**config.mk**
```make
export PLATFORM = sky130hd
export DESIGN_NAME = spi_host_ctrl
export DESIGN_NICKNAME = d
export VERILOG_FILES = /design/src/rtl/spi_host_pkg.sv /design/src/rtl/spi_host_ctl.sv /design/src/rtl/spi_host_dp.sv /design/src/rtl/spi_host_ctrl.sv
export SDC_FILE = /design/constraint.sdc
export NUM_CORES = 1
export LEC_CHECK = 0
export CORE_MARGIN = 2
export CORE_UTILIZATION = 41
export CTS_CLUSTER_SIZE = 8
export DETAILED_ROUTE_END_ITERATION = 6
export DONT_BUFFER_PORTS = 1
export PLACE_DENSITY = 0.65
export SLEW_MARGIN = 40
export SYNTH_ARGS = -nofsm -noshare
export SYNTH_HDL_FRONTEND = slang
export SYNTH_SLANG_ARGS = --single-unit
```
**constraint.sdc**
```tcl
create_clock -name clk -period 4.25 [get_ports clk]
set_input_delay 0.6375 -clock clk [delete_from_list [all_inputs] [get_ports clk]]
set_output_delay 0.6375 -clock clk [all_outputs]
set_load 0.01 [all_outputs]
```
**src/rtl/spi_host_pkg.sv**
```systemverilog
package spi_host_pkg;
  // control word field positions (software decodes these)
  localparam int unsigned EN_BIT    = 0;
  localparam int unsigned WIDE_BIT  = 2;
  localparam int unsigned IE_RX_BIT = 5;
  localparam int unsigned IE_TX_BIT = 6;
  localparam int unsigned CPOL_BIT  = 7;
  localparam int unsigned CPHA_BIT  = 8;
  localparam int unsigned DIV_LSB   = 9;

  // byte offsets of the registers
  localparam int unsigned OFS_DATA = 0;
  localparam int unsigned OFS_CTRL = 2;
  localparam int unsigned OFS_STAT = 4;

  // strobes from sequencer to datapath
  typedef struct packed {
    logic load;
    logic sample;
    logic drive;
    logic finish;
    logic clearFull;
    logic wide;
    logic phase;
  } xferStrobe_t;
endpackage

```
**src/rtl/spi_host_ctl.sv**
```systemverilog
module spi_host_ctl
  import spi_host_pkg::*;
#(
  parameter int unsigned WORD_W = 16,
  parameter int unsigned DIV_W  = 7
) (
  input  logic              clk,
  input  logic              rstN,
  input  logic              ctrlWr,
  input  logic              dataWr,
  input  logic              dataRd,
  input  logic [WORD_W-1:0] wrVal,
  output logic [WORD_W-1:0] ctrlQ,
  output logic              busy,
  output logic              sclk,
  output xferStrobe_t       stb
);
  localparam int unsigned EDGE_W = $clog2(2 * WORD_W + 1);
  localparam int unsigned HALF   = WORD_W / 2;

  logic [DIV_W-1:0]  divVal;
  logic [DIV_W-1:0]  halfCnt;
  logic [EDGE_W-1:0] edgeCnt;
  logic [EDGE_W-1:0] edgeNum;
  logic [EDGE_W-1:0] edgeTotal;
  logic              sclkPhase;
  logic              en, wide, cpol, cpha;
  logic              edgeNow, oddEdge, startGo, lastEdge;

  assign divVal    = ctrlQ[DIV_LSB +: DIV_W];
  assign en        = ctrlQ[EN_BIT];
  assign wide      = ctrlQ[WIDE_BIT];
  assign cpol      = ctrlQ[CPOL_BIT];
  assign cpha      = ctrlQ[CPHA_BIT];

  assign edgeNow   = busy && en && (halfCnt == divVal);
  assign edgeNum   = edgeCnt + 1'b1;
  assign oddEdge   = edgeNum[0];
  assign edgeTotal = wide ? EDGE_W'(2 * WORD_W) : EDGE_W'(2 * HALF);
  assign lastEdge  = edgeNow && (edgeNum == edgeTotal);
  assign startGo   = dataWr && en && !busy;
  assign sclk      = cpol ^ sclkPhase;

  always_comb begin
    stb           = '0;
    stb.load      = startGo;
    stb.sample    = edgeNow && (cpha ? !oddEdge : oddEdge);
    // phase 1 already presents the MSB, so its first edge does not shift
    stb.drive     = edgeNow && (cpha ? (oddEdge && edgeNum != EDGE_W'(1)) : !oddEdge);
    stb.finish    = lastEdge;
    stb.clearFull = dataRd;
    stb.wide      = wide;
    stb.phase     = cpha;
  end

  always_ff @(posedge clk or negedge rstN) begin
    if (!rstN) begin
      ctrlQ <= '0;
    end else if (ctrlWr) begin
      ctrlQ <= wrVal;
    end
  end

  always_ff @(posedge clk or negedge rstN) begin
    if (!rstN) begin
      busy      <= 1'b0;
      halfCnt   <= '0;
      edgeCnt   <= '0;
      sclkPhase <= 1'b0;
    end else if (startGo) begin
      busy      <= 1'b1;
      halfCnt   <= '0;
      edgeCnt   <= '0;
      sclkPhase <= 1'b0;
    end else if (busy && !en) begin
      busy      <= 1'b0;
      sclkPhase <= 1'b0;
    end else if (edgeNow) begin
      halfCnt   <= '0;
      edgeCnt   <= edgeNum;
      sclkPhase <= ~sclkPhase;
      if (lastEdge) busy <= 1'b0;
    end else if (busy) begin
      halfCnt <= halfCnt + 1'b1;
    end
  end
endmodule

```
**src/rtl/spi_host_dp.sv**
```systemverilog
module spi_host_dp
  import spi_host_pkg::*;
#(
  parameter int unsigned WORD_W = 16
) (
  input  logic              clk,
  input  logic              rstN,
  input  xferStrobe_t       stb,
  input  logic [WORD_W-1:0] wrVal,
  input  logic              miso,
  output logic              mosi,
  output logic [WORD_W-1:0] holdQ,
  output logic              fullQ
);
  localparam int unsigned HALF = WORD_W / 2;

  logic [WORD_W-1:0] txShift;
  logic [WORD_W-1:0] rxShift;
  logic [WORD_W-1:0] rxNext;

  assign mosi   = txShift[WORD_W-1];
  assign rxNext = {rxShift[WORD_W-2:0], miso};

  always_ff @(posedge clk or negedge rstN) begin
    if (!rstN) begin
      txShift <= '0;
      rxShift <= '0;
    end else if (stb.load) begin
      txShift <= stb.wide ? wrVal : {wrVal[HALF-1:0], {HALF{1'b0}}};
      rxShift <= '0;
    end else begin
      if (stb.drive)  txShift <= {txShift[WORD_W-2:0], 1'b0};
      if (stb.sample) rxShift <= rxNext;
    end
  end

  always_ff @(posedge clk or negedge rstN) begin
    if (!rstN) begin
      holdQ <= '0;
      fullQ <= 1'b0;
    end else if (stb.finish) begin
      // with phase 1 the final edge is itself a sampling edge
      holdQ <= stb.phase ? rxNext : rxShift;
      fullQ <= 1'b1;
    end else if (stb.clearFull) begin
      fullQ <= 1'b0;
    end
  end
endmodule

```
**src/rtl/spi_host_ctrl.sv**
```systemverilog
module spi_host_ctrl
  import spi_host_pkg::*;
#(
  parameter int unsigned ADDR_W = 3,
  parameter int unsigned WORD_W = 16,
  parameter int unsigned DIV_W  = 7
) (
  input  logic              clk,
  input  logic              rstN,
  input  logic              busWrEn,
  input  logic              busRdEn,
  input  logic [ADDR_W-1:0] busAddr,
  input  logic [WORD_W-1:0] busWrData,
  output logic [WORD_W-1:0] busRdData,
  output logic              sclk,
  output logic              mosi,
  input  logic              miso,
  output logic              irq
);
  logic              selData, selCtrl, selStat;
  logic [WORD_W-1:0] ctrlQ, holdQ, statQ;
  logic              busy, fullQ;
  xferStrobe_t       stb;

  assign selData = busAddr == ADDR_W'(OFS_DATA);
  assign selCtrl = busAddr == ADDR_W'(OFS_CTRL);
  assign selStat = busAddr == ADDR_W'(OFS_STAT);

  spi_host_ctl #(.WORD_W(WORD_W), .DIV_W(DIV_W)) ctl_i (
    .clk(clk), .rstN(rstN),
    .ctrlWr(busWrEn && selCtrl),
    .dataWr(busWrEn && selData),
    .dataRd(busRdEn && selData),
    .wrVal(busWrData),
    .ctrlQ(ctrlQ), .busy(busy), .sclk(sclk), .stb(stb)
  );

  spi_host_dp #(.WORD_W(WORD_W)) dp_i (
    .clk(clk), .rstN(rstN), .stb(stb), .wrVal(busWrData),
    .miso(miso), .mosi(mosi), .holdQ(holdQ), .fullQ(fullQ)
  );

  assign statQ = {{(WORD_W-2){1'b0}}, fullQ, busy};

  always_comb begin
    if (selData)      busRdData = holdQ;
    else if (selCtrl) busRdData = ctrlQ;
    else if (selStat) busRdData = statQ;
    else              busRdData = '0;
  end

  assign irq = ctrlQ[EN_BIT] &
               ((ctrlQ[IE_RX_BIT] & fullQ) | (ctrlQ[IE_TX_BIT] & ~busy));
endmodule

```
==> flow_metrics.env, run 1 <==
export IMPL_status="finished clean"
export IMPL_cts_sinks=80
export IMPL_syn_inst=382
export IMPL_hp_class="in2async"
export IMPL_overflow=0
export IMPL_finalSetupTns_ns=0
export IMPL_synth_edff_count=0
export IMPL_gp_congestion=0.821
export IMPL_drt_iter0_drc=192
export IMPL_rrSetupSlack_ns=1.87
export IMPL_vias=2803
export IMPL_die_y_microns=105
export IMPL_die_x_microns=105
export IMPL_cp_start_kind="register"
export IMPL_crit_required_ns=4.49
export IMPL_fin_skew_ns=0.0110
export IMPL_avgSynthCellArea_sq_um=11.1
export IMPL_drc=0
export IMPL_power_density_nw_per_um2=490
export IMPL_nFillCells=939
export IMPL_max_slew_margin_pct=45.2
export IMPL_wire_per_inst_microns=18.0
export IMPL_crit_path_frequent_cell="buf_4"
export IMPL_place_ws_ns=1.87
export IMPL_max_stage_delay_ns=0.44
export IMPL_async_flop_share_pct=100
export IMPL_area_delta_synth_final_pct=8.48
export IMPL_cts_clk_slew_worst_paths_ns=0.08
export IMPL_fin_cells=514
export IMPL_die_area_sq_um=11100
export IMPL_r2r_end="dp_i.holdQ[1]"
export IMPL_diodes=0
export IMPL_synth_top_area_share_pct=47.4
export IMPL_cts_buffers=9
export IMPL_place_inst=499
export IMPL_ios=43
export IMPL_clk_path_buf_depth=2
export IMPL_vdd_drop_max_mv=0.244
export IMPL_slowest_stage="dfrtp_1"
export IMPL_synth_area_leaders="dfrtp_1 47%, mux2i_1 12%, mux2_2 11%"
export IMPL_setup_viol=0
export IMPL_finalWorstSetupSlack_ns=1.87
export IMPL_cts_root_buf="clkbuf_8"
export IMPL_slew_viol_final=0
export IMPL_nets=402
export IMPL_leakage_nw=2.20
export IMPL_yosysSeqAreaShare_pct=47.4
export IMPL_antenna_found_initial=0
export IMPL_grt_max_degree=81
export IMPL_path_cells="xor2_1 -> nor4_1 -> nand2_1 -> a211oi_4 -> buf_4 -> buf_4 -> mux2_2"
export IMPL_fin_crit_sh_pct=56.1
export IMPL_crit_type="reg2reg"
export IMPL_synth_distinct_cells=46
export IMPL_clkLatencyLatePin_ns=0.35
export IMPL_synth_top_area_cell="dfrtp_1"
export IMPL_synth_ff_type="dfrtp_1"
export IMPL_track_usage_pct=17.6
export IMPL_drv_cap=0
export IMPL_synth_warnings=0
export IMPL_hold_viol=0
export IMPL_synthesis_area_sq_um=4220
export IMPL_dp_hpwl_mm=6.47
export IMPL_drt_wl_total_mm=9.28
export IMPL_cts_tree="done"
export IMPL_grt_pass1_wl_mm=15.3
export IMPL_row_count=37
export IMPL_r2r_start="ctl_i.halfCnt[0]"
export IMPL_post_cts_buffers=0
export IMPL_grt_pass1_vias=2885
export IMPL_multi_input_area_sq_um=2110
export IMPL_ant_nets=0
export IMPL_rsz0062_at_grt="false"
export IMPL_synth_net_count=409
export IMPL_cp_arrival_ns=2.62
export IMPL_register_area_sq_um=2000
export IMPL_core_area_sq_um=10100
export IMPL_reg2reg_depth=7
export IMPL_drive_gt1_share_pct=21.4
export IMPL_initial_core_util_pct=41.6
export IMPL_path_max_fanout=10
export IMPL_placed_area_sq_um=4340
export IMPL_firstDrtPassIters=6
export IMPL_fin_area_sq_um=4580
export IMPL_post_route_min_period_ns=2.38
export IMPL_ys_ff_latch=80
export IMPL_tightest_slew_ns=0.822
export IMPL_hold_ws_ns=0.176
export IMPL_fmax_mhz=420
export IMPL_vias_per_cell=5.45
export IMPL_htreeDepth=3
export IMPL_end_kind="register"
export IMPL_io_buffers=0
-- routing by layer --
metal / GRT usage (%) / wire length (microns) / up-vias
met2: 28.4 / 4510 / 52
met1: 23.4 / 4240 / 1405
met3: 4.27 / 416 / 11
met4: 5.33 / 105 / 0
li1: - / - / 1335
met5: 0 / 0 / -
-- power breakdown --
part           leakage, nW  internal (W)  switching [W]
logic                 1.09      0.000255       0.000217
clock network        0.108      0.000339       0.000274
registers             1.00      0.000949       0.000209
total                 2.20       0.00154       0.000700
-- metrics by stage --
stage | util [%] | total power [W]
after floorplan | - | 0.00152
after global placement | 42.5 | 0.00160
after global routing | 45.2 | 0.00238
after detailed placement | 42.8 | 0.00163
after CTS | 45.2 | 0.00226
final | 45.2 | 0.00224
-- synthesized netlist by cell type (2+ instances only) --
| cell type | n |
|---|---|
| a211oi_1 | 8 |
| a21oi_1 | 29 |
| and3_1 | 2 |
| buf_1 | 3 |
| buf_2 | 4 |
| clkbuf_1 | 16 |
| dfrtp_1 | 80 |
| ha_1 | 3 |
| inv_1 | 5 |
| mux2_2 | 40 |
| mux2_4 | 8 |
| mux2i_1 | 49 |
| nand2_1 | 15 |
| nand2b_1 | 3 |
| nand3_1 | 9 |
| nand4_1 | 2 |
| nor2_1 | 43 |
| nor2b_1 | 10 |
| nor4_1 | 3 |
| nor4_2 | 2 |
| o21ai_0 | 8 |
| or2_2 | 2 |
| xnor2_1 | 3 |
| xor2_1 | 13 |
-- critical path: cells and delay by family (launching register included) --
kind / cells / cell delay, ns
buffers and inverters: 2 / 0.47
xor gates and xnor gates: 1 / 0.21
muxes: 1 / 0.35
AOI/OAI and AO/OA: 1 / 0.19
and+or+nand+nor: 2 / 0.61
DFF: 1 / 0.44
-- final cells by class --
class                   instances  share of cell area (%)
flip-flops and latches         80                    43.7
clock inverters                 4                    1.53
well taps                     136                    3.72
inverters                       5                   0.410
clock buffers                  10                    3.01
multi-input cells             272                    46.0
repair buffers                  7                    1.58
-- worst max-delay path by stage --
stage | slack [ns] | cells after the start | to | from
2_1_floorplan | 1.86 | 4 | busRdData[10] | busAddr[1]
3_3_place_gp | 1.60 | 3 | dp_i.holdQ[10] | ctl_i.ctrlQ[2]
5_1_grt | 1.67 | 7 | dp_i.holdQ[0] | ctl_i.halfCnt[0]
4_1_cts | 1.86 | 7 | dp_i.holdQ[1] | ctl_i.halfCnt[0]
6_report | 1.87 | 7 | dp_i.holdQ[1] | ctl_i.halfCnt[0]
3_5_place_dp | 1.87 | 7 | dp_i.holdQ[1] | ctl_i.halfCnt[0]
-- cells in the final DEF (no fill, tap or decap), drive strengths merged, types with 2 or more instances in the layout --
cell type,n
xnor2,3
a211oi,9
clkbuf,10
o21ai,8
xor2,13
buf,7
mux2i,49
ha,3
nand2,15
nor2b,10
nor4,5
nand2b,3
nand3,9
and3,2
a21o,2
bufinv,2
dfrtp,80
or2,2
mux2,48
inv,5
nor2,44
clkinv,2
nand4,2
a21oi,29
and2,2
-- sequential cells by signal (all words and copies together), names as in the netlist --
signal           count
ctl_i.ctrlQ         16
dp_i.holdQ          16
dp_i.rxShift        16
dp_i.txShift        16
ctl_i.halfCnt        7
ctl_i.edgeCnt        6
ctl_i.busy           1
ctl_i.sclkPhase      1
dp_i.fullQ           1
-- cell families (layout without fill, tap and decap cells) --
logic type | Yosys count | in the layout | synth area share (%)
simple gates | 100 | 100 | 11.7
mux | 97 | 97 | 25.1
flops | 80 | 80 | 47.4
compound gates | 56 | 56 | 8.33
buf+inv | 30 | 26 | 3.23
xor+xnor | 16 | 16 | 3.32
fa+ha+maj | 3 | 3 | 0.889
-- timing repair --
item	4_1_cts	5_1_grt
hold buffers	1	0
gates resized for setup	0	0
hold endpoints to repair	80	0
(Power assumes the default switching activity.)
==> inputs of run 2 (changes only) <==
==> constraint.sdc (replaced) <==
create_clock -name clk -period 2.2 [get_ports clk]
set_input_delay 0.33 -clock clk [delete_from_list [all_inputs] [get_ports clk]]
set_output_delay 0.33 -clock clk [all_outputs]
set_load 0.01 [all_outputs]
==> run 2 against run 1 <==
- register-to-register slack got worse by 1.8 ns
- critical endpoint is now dp_i.holdQ[9]
- combinational power is 130% higher
- sequential power increased by 88%
- critical path depth is the same
- highest routed layer unchanged
- fmax increased by 9.4%
- largest power group unchanged
- global-route usage hardly changed
==> flow_metrics.env, run 2 (synthesized netlist as in run 1, its figures left out) <==
export IMPL_status="finished clean"
export IMPL_row_count=37
export IMPL_hp_class="in2reg"
export IMPL_place_inst=510
export IMPL_overflow=0
export IMPL_finalWorstSetupSlack_ns=0.0205
export IMPL_htreeDepth=3
export IMPL_place_ws_ns=-0.0175
export IMPL_leakage_nw=2.31
export IMPL_setup_viol=0
export IMPL_postLayoutCoreUtil_pct=47.6
export IMPL_core_area_sq_um=10100
export IMPL_crit_type="reg2reg"
export IMPL_initial_core_util_pct=41.6
export IMPL_max_stage_delay_ns=0.45
export IMPL_die_y_microns=105
export IMPL_clkLatencyLatePin_ns=0.37
export IMPL_cts_clk_slew_worst_paths_ns=0.10
export IMPL_slew_viol_final=0
export IMPL_clk_path_buf_depth=2
export IMPL_fmax_mhz=459
export IMPL_power_density_nw_per_um2=892
export IMPL_end_kind="register"
export IMPL_wire_per_inst_microns=18.0
export IMPL_firstDrtPassIters=4
export IMPL_vdd_drop_max_mv=0.477
export IMPL_area_delta_synth_final_pct=14.4
export IMPL_drt_wl_total_mm=9.69
export IMPL_cts_root_buf="clkbuf_8"
export IMPL_hp_start="busWrData[2]"
export IMPL_grt_max_degree=81
export IMPL_vias_per_cell=5.44
export IMPL_drv_cap=0
export IMPL_tightest_slew_ns=0.446
export IMPL_nFillCells=914
export IMPL_crit_required_ns=2.45
export IMPL_slowest_stage="dfrtp_1"
export IMPL_post_route_min_period_ns=2.18
export IMPL_path_cells="xor2_1 -> nor4_2 -> nand2_1 -> a211oi_4 -> buf_6 -> clkbuf_16 -> mux2_4"
export IMPL_most_common_layout_cells="77 x dfrtp_1, 49 x mux2i_1, 43 x nor2_1"
export IMPL_fin_crit_sh_pct=99.1
export IMPL_dp_hpwl_mm=6.57
export IMPL_rrSetupSlack_ns=0.02
export IMPL_fin_skew_ns=0.0136
export IMPL_r2r_start="ctl_i.halfCnt[3]"
export IMPL_max_slew_margin_pct=70.0
export IMPL_antenna_found_initial=0
export IMPL_ant_nets=0
export IMPL_grt_pass1_vias=2967
export IMPL_nets=424
export IMPL_cts_sinks=80
export IMPL_path_max_fanout=5
export IMPL_cp_arrival_ns=2.43
export IMPL_drt_iter0_drc=213
export IMPL_hold_viol=0
export IMPL_cts_tree="done"
export IMPL_vias=2929
export IMPL_grt_pass1_wl_mm=15.3
export IMPL_die_x_microns=105
export IMPL_io_buffers=0
export IMPL_final_common_cell="dfrtp_1"
export IMPL_cp_start_kind="register"
export IMPL_gp_congestion=0.856
export IMPL_rsz0062_at_grt="true"
export IMPL_ios=43
export IMPL_track_usage_pct=17.6
export IMPL_drc=0
export IMPL_cts_buffers=9
export IMPL_diodes=0
export IMPL_power_total_w=0.00431
export IMPL_drive_gt1_share_pct=27.1
export IMPL_crit_path_start="ctl_i.halfCnt[3]"
export IMPL_fin_cells=538
export IMPL_die_area_sq_um=11100
==> run 2: cell count changes in the layout (fill, tap and decap cells not counted), sizes merged <==
cell         change
clkinvlp         +3
dlygate4sd3      +1
buf             +19
bufinv           -2
clkinv           -1
inv              +3
clkbuf           +1
==> run 2: layout make-up <==
cell class | count | area [sq um] | area share (%)
Inverter | 5 | 18.8 | 0.389
Sequential cell | 80 | 2010 | 41.5
Tap cell | 136 | 170 | 3.52
Multi-Input combinational cell | 272 | 2140 | 44.3
Timing Repair Buffer | 29 | 308 | 6.37
Clock buffer | 9 | 124 | 2.57
Clock inverter | 7 | 62.6 | 1.30
==> run 2: repair_timing <==
item	4_1_cts	5_1_grt
pin swaps	0	4
endpoints found under the setup margin	16	16
hold buffers	2	0
endpoints found under the hold margin	80	0
resized for setup	1	14
cloned	0	3
setup buffers	0	7
==> run 2: path summary, 6_finish.rpt <==
| path | end | depth (start not counted) |
|---|---|---|
| worst min-delay path | ctl_i.ctrlQ[2] | 2 |
| max in group asynchronous | ctl_i.edgeCnt[4] | 2 |
| min in group asynchronous | dp_i.rxShift[2] | 2 |
| worst max register to register | dp_i.holdQ[9] | 7 |
| worst min register to register | ctl_i.halfCnt[6] | 1 |
| worst max-delay path | dp_i.holdQ[9] | 7 |
==> run 2: metal layers <==
metal | GRT usage (%) | routed length (microns)
met5 | 0 | 0
met4 | 5.43 | 205
met3 | 5.26 | 492
met2 | 28.4 | 4690
met1 | 22.6 | 4310
==> run 2: stage by stage <==
stage | area (sq um) | hold slack (ns) | setup TNS, ns
5_1_grt | 4830 | 0.0840 | -0.495
6_report | 4830 | 0.0866 | 0
4_1_cts | 4660 | 0.0811 | 0
3_5_place_dp | 4430 | 0.0364 | -0.0992
2_1_floorplan | 4220 | 0.0344 | 0
3_3_place_gp | 4430 | 0.0364 | 0
==> run 2: report_power, final <==
part | switching, W | internal (W)
registers | 0.000345 | 0.00183
logic | 0.000520 | 0.000553
clock network | 0.000624 | 0.000431
==> run 2: critical path: cells and delay by family (launching register included) <==
family	cells	cell delay (ns)
XOR/XNOR	1	0.21
AO/OA/AOI/OAI	1	0.25
flip-flops	1	0.45
AND/OR/NAND/NOR	2	0.51
buffers and inverters	2	0.34
multiplexers	1	0.29
==> inputs of run 3 (changes only) <==
--- a/config.mk
+++ b/config.mk
@@ -5,12 +5,14 @@
 export SDC_FILE = /design/constraint.sdc
 export NUM_CORES = 1
 export LEC_CHECK = 0
+export CELL_PAD_IN_SITES_DETAIL_PLACEMENT = 1
+export CELL_PAD_IN_SITES_GLOBAL_PLACEMENT = 2
 export CORE_MARGIN = 2
 export CORE_UTILIZATION = 41
 export CTS_CLUSTER_SIZE = 8
 export DETAILED_ROUTE_END_ITERATION = 6
 export DONT_BUFFER_PORTS = 1
-export PLACE_DENSITY = 0.65
+export PLACE_DENSITY = 0.87
 export SLEW_MARGIN = 40
 export SYNTH_ARGS = -nofsm -noshare
 export SYNTH_HDL_FRONTEND = slang
==> run 3 against run 2 <==
- critical path depth decreased by 1
- count of clock-buffer cells in the layout rose by 1
- worst setup slack improved by 0.027 ns
- design area down 2.2%
- combinational power is essentially flat
- sequential power is essentially flat
- largest power group unchanged
- highest routed layer unchanged
==> flow_metrics.env, run 3 (synthesized netlist as in run 1, its figures left out) <==
export IMPL_max_slew_margin_pct=70.9
export IMPL_reg2reg_depth=6
export IMPL_cp_arrival_ns=2.39
export IMPL_die_y_microns=105
export IMPL_power_density_nw_per_um2=966
export IMPL_postLayoutCoreUtil_pct=46.6
export IMPL_crit_path_start="ctl_i.halfCnt[4]"
export IMPL_fin_area_sq_um=4720
export IMPL_io_buffers=0
export IMPL_vdd_drop_max_mv=0.489
export IMPL_final_common_cell="dfrtp_1"
export IMPL_clkLatencyLatePin_ns=0.36
export IMPL_post_route_min_period_ns=2.15
export IMPL_placed_area_sq_um=4420
export IMPL_grt_pass1_wl_mm=17.0
export IMPL_hold_depth=2
export IMPL_most_common_layout_cells="76 x dfrtp_1, 49 x mux2i_1, 43 x nor2_1"
export IMPL_rrSetupSlack_ns=0.05
export IMPL_ant_nets=0
export IMPL_gp_congestion=0.870
export IMPL_max_stage_delay_ns=0.45
export IMPL_grt_max_degree=81
export IMPL_r2r_start="ctl_i.halfCnt[4]"
export IMPL_cts_sinks=80
export IMPL_vias_per_cell=5.42
export IMPL_wire_per_inst_microns=20.0
export IMPL_path_max_fanout=18
export IMPL_vias=2858
export IMPL_end_kind="register"
export IMPL_area_delta_synth_final_pct=11.9
export IMPL_fin_crit_sh_pct=97.9
export IMPL_hp_class="in2reg"
export IMPL_leakage_nw=2.26
export IMPL_r2r_end="dp_i.holdQ[10]"
export IMPL_core_area_sq_um=10100
export IMPL_holdPathEnd="ctl_i.ctrlQ[2]"
export IMPL_track_usage_pct=19.8
export IMPL_drc=0
export IMPL_fmax_mhz=465
export IMPL_crit_type="reg2reg"
export IMPL_fin_skew_ns=0.0127
export IMPL_drt_iter0_drc=125
export IMPL_cts_tree="done"
export IMPL_nets=413
export IMPL_cts_buffers=9
export IMPL_diodes=0
export IMPL_cp_start_kind="register"
export IMPL_tightest_slew_ns=0.433
export IMPL_path_buf_inv=1
export IMPL_overflow=0
export IMPL_ios=43
export IMPL_slew_viol_final=0
export IMPL_crit_family="simple AND/OR/NAND/NOR gates"
export IMPL_slowest_stage="dfrtp_1"
export IMPL_die_area_sq_um=11100
export IMPL_drive_gt1_share_pct=25.6
export IMPL_dp_hpwl_mm=7.41
export IMPL_drt_wl_total_mm=10.5
export IMPL_cts_clk_slew_worst_paths_ns=0.09
export IMPL_row_count=37
export IMPL_nFillCells=1098
export IMPL_setup_viol=0
export IMPL_path_cells="xor2_1 -> nor4_2 -> nand2_2 -> a211oi_4 -> buf_12 -> mux2_2"
export IMPL_htreeDepth=3
export IMPL_hp_start="busWrData[2]"
export IMPL_clk_path_buf_depth=2
export IMPL_crit_required_ns=2.44
export IMPL_grt_pass1_vias=3102
export IMPL_die_x_microns=105
export IMPL_worstSetupPathDepth=6
export IMPL_firstDrtPassIters=6
export IMPL_drv_cap=0
export IMPL_status="finished clean"
export IMPL_hold_viol=0
export IMPL_cts_root_buf="clkbuf_8"
export IMPL_antenna_found_initial=0
export IMPL_initial_core_util_pct=41.6
## run 3: cell types whose count changed in the layout (fill, tap and decap cells not counted), sizes merged
cell,delta
buf,-9
clkinv,-1
bufinv,+2
inv,-2
clkbuf,-1
## run 3: power breakdown
part	switching [W]	internal (W)	leakage, nW
logic	0.000559	0.000535	1.16
registers	0.000373	0.00184	0.996
clock network	0.000583	0.000674	0.105
total	0.00152	0.00305	2.26
## run 3: repair_timing
action | in CTS | in global routing
hold buffers | 2 | 0
setup buffers | 0 | 1
cloned | 0 | 0
hold endpoints to repair | 80 | 0
resized for setup | 1 | 8
pin swaps | 0 | 2
setup endpoints to repair | 14 | 17
## run 3: worst reg2reg max path, stage by stage, from the launching register on
cell      delay (ns)
dfrtp_1         0.45
xor2_1          0.22
nor4_2          0.39
nand2_2         0.16
a211oi_4        0.24
buf_12          0.21
mux2_2          0.36
## run 3: worst max-delay path by stage
| stage | end | slack (ns) |
|---|---|---|
| finish | dp_i.holdQ[10] | 0.05 |
| global route | dp_i.holdQ[15] | -0.006 |
| CTS | dp_i.holdQ[10] | 0.007 |
| detailed placement | dp_i.holdQ[1] | -0.02 |
| global placement | dp_i.holdQ[1] | 0.15 |
| floorplan | dp_i.holdQ[2] | 0.08 |
## run 3: per-layer routing
layer  vias up  global-route usage [%]  routed length (microns)
li1       1346                       -                        -
met1      1456                    25.3                     4660
met2        46                    33.8                     5440
met3        10                    4.64                      335
met4         0                    4.95                      118
met5         -                       0                        0
## run 3: metrics by stage
stage	setup TNS (ns)	std cells	power (W)	worst slack, ns	hold WS, ns
2_1_floorplan	0	382	0.00294	0.0820	0.0344
3_3_place_gp	0	508	0.00315	0.146	0.0384
3_5_place_dp	-0.0806	508	0.00323	-0.0153	0.0375
4_1_cts	0	526	0.00456	0.00708	0.0916
5_1_grt	-0.0109	527	0.00484	-0.00563	0.0986
6_report	0	527	0.00456	0.0472	0.101
## run 3: layout make-up
| class | count | area (sq um) | area share [%] |
|---|---|---|---|
| inverter | 5 | 18.8 | 0.397 |
| clock inverter | 6 | 91.3 | 1.93 |
| tap | 136 | 170 | 3.60 |
| clock buffer | 10 | 138 | 2.91 |
| multi-input combinational | 272 | 2120 | 44.8 |
| timing repair buffer | 18 | 183 | 3.87 |
| sequential | 80 | 2010 | 42.5 |
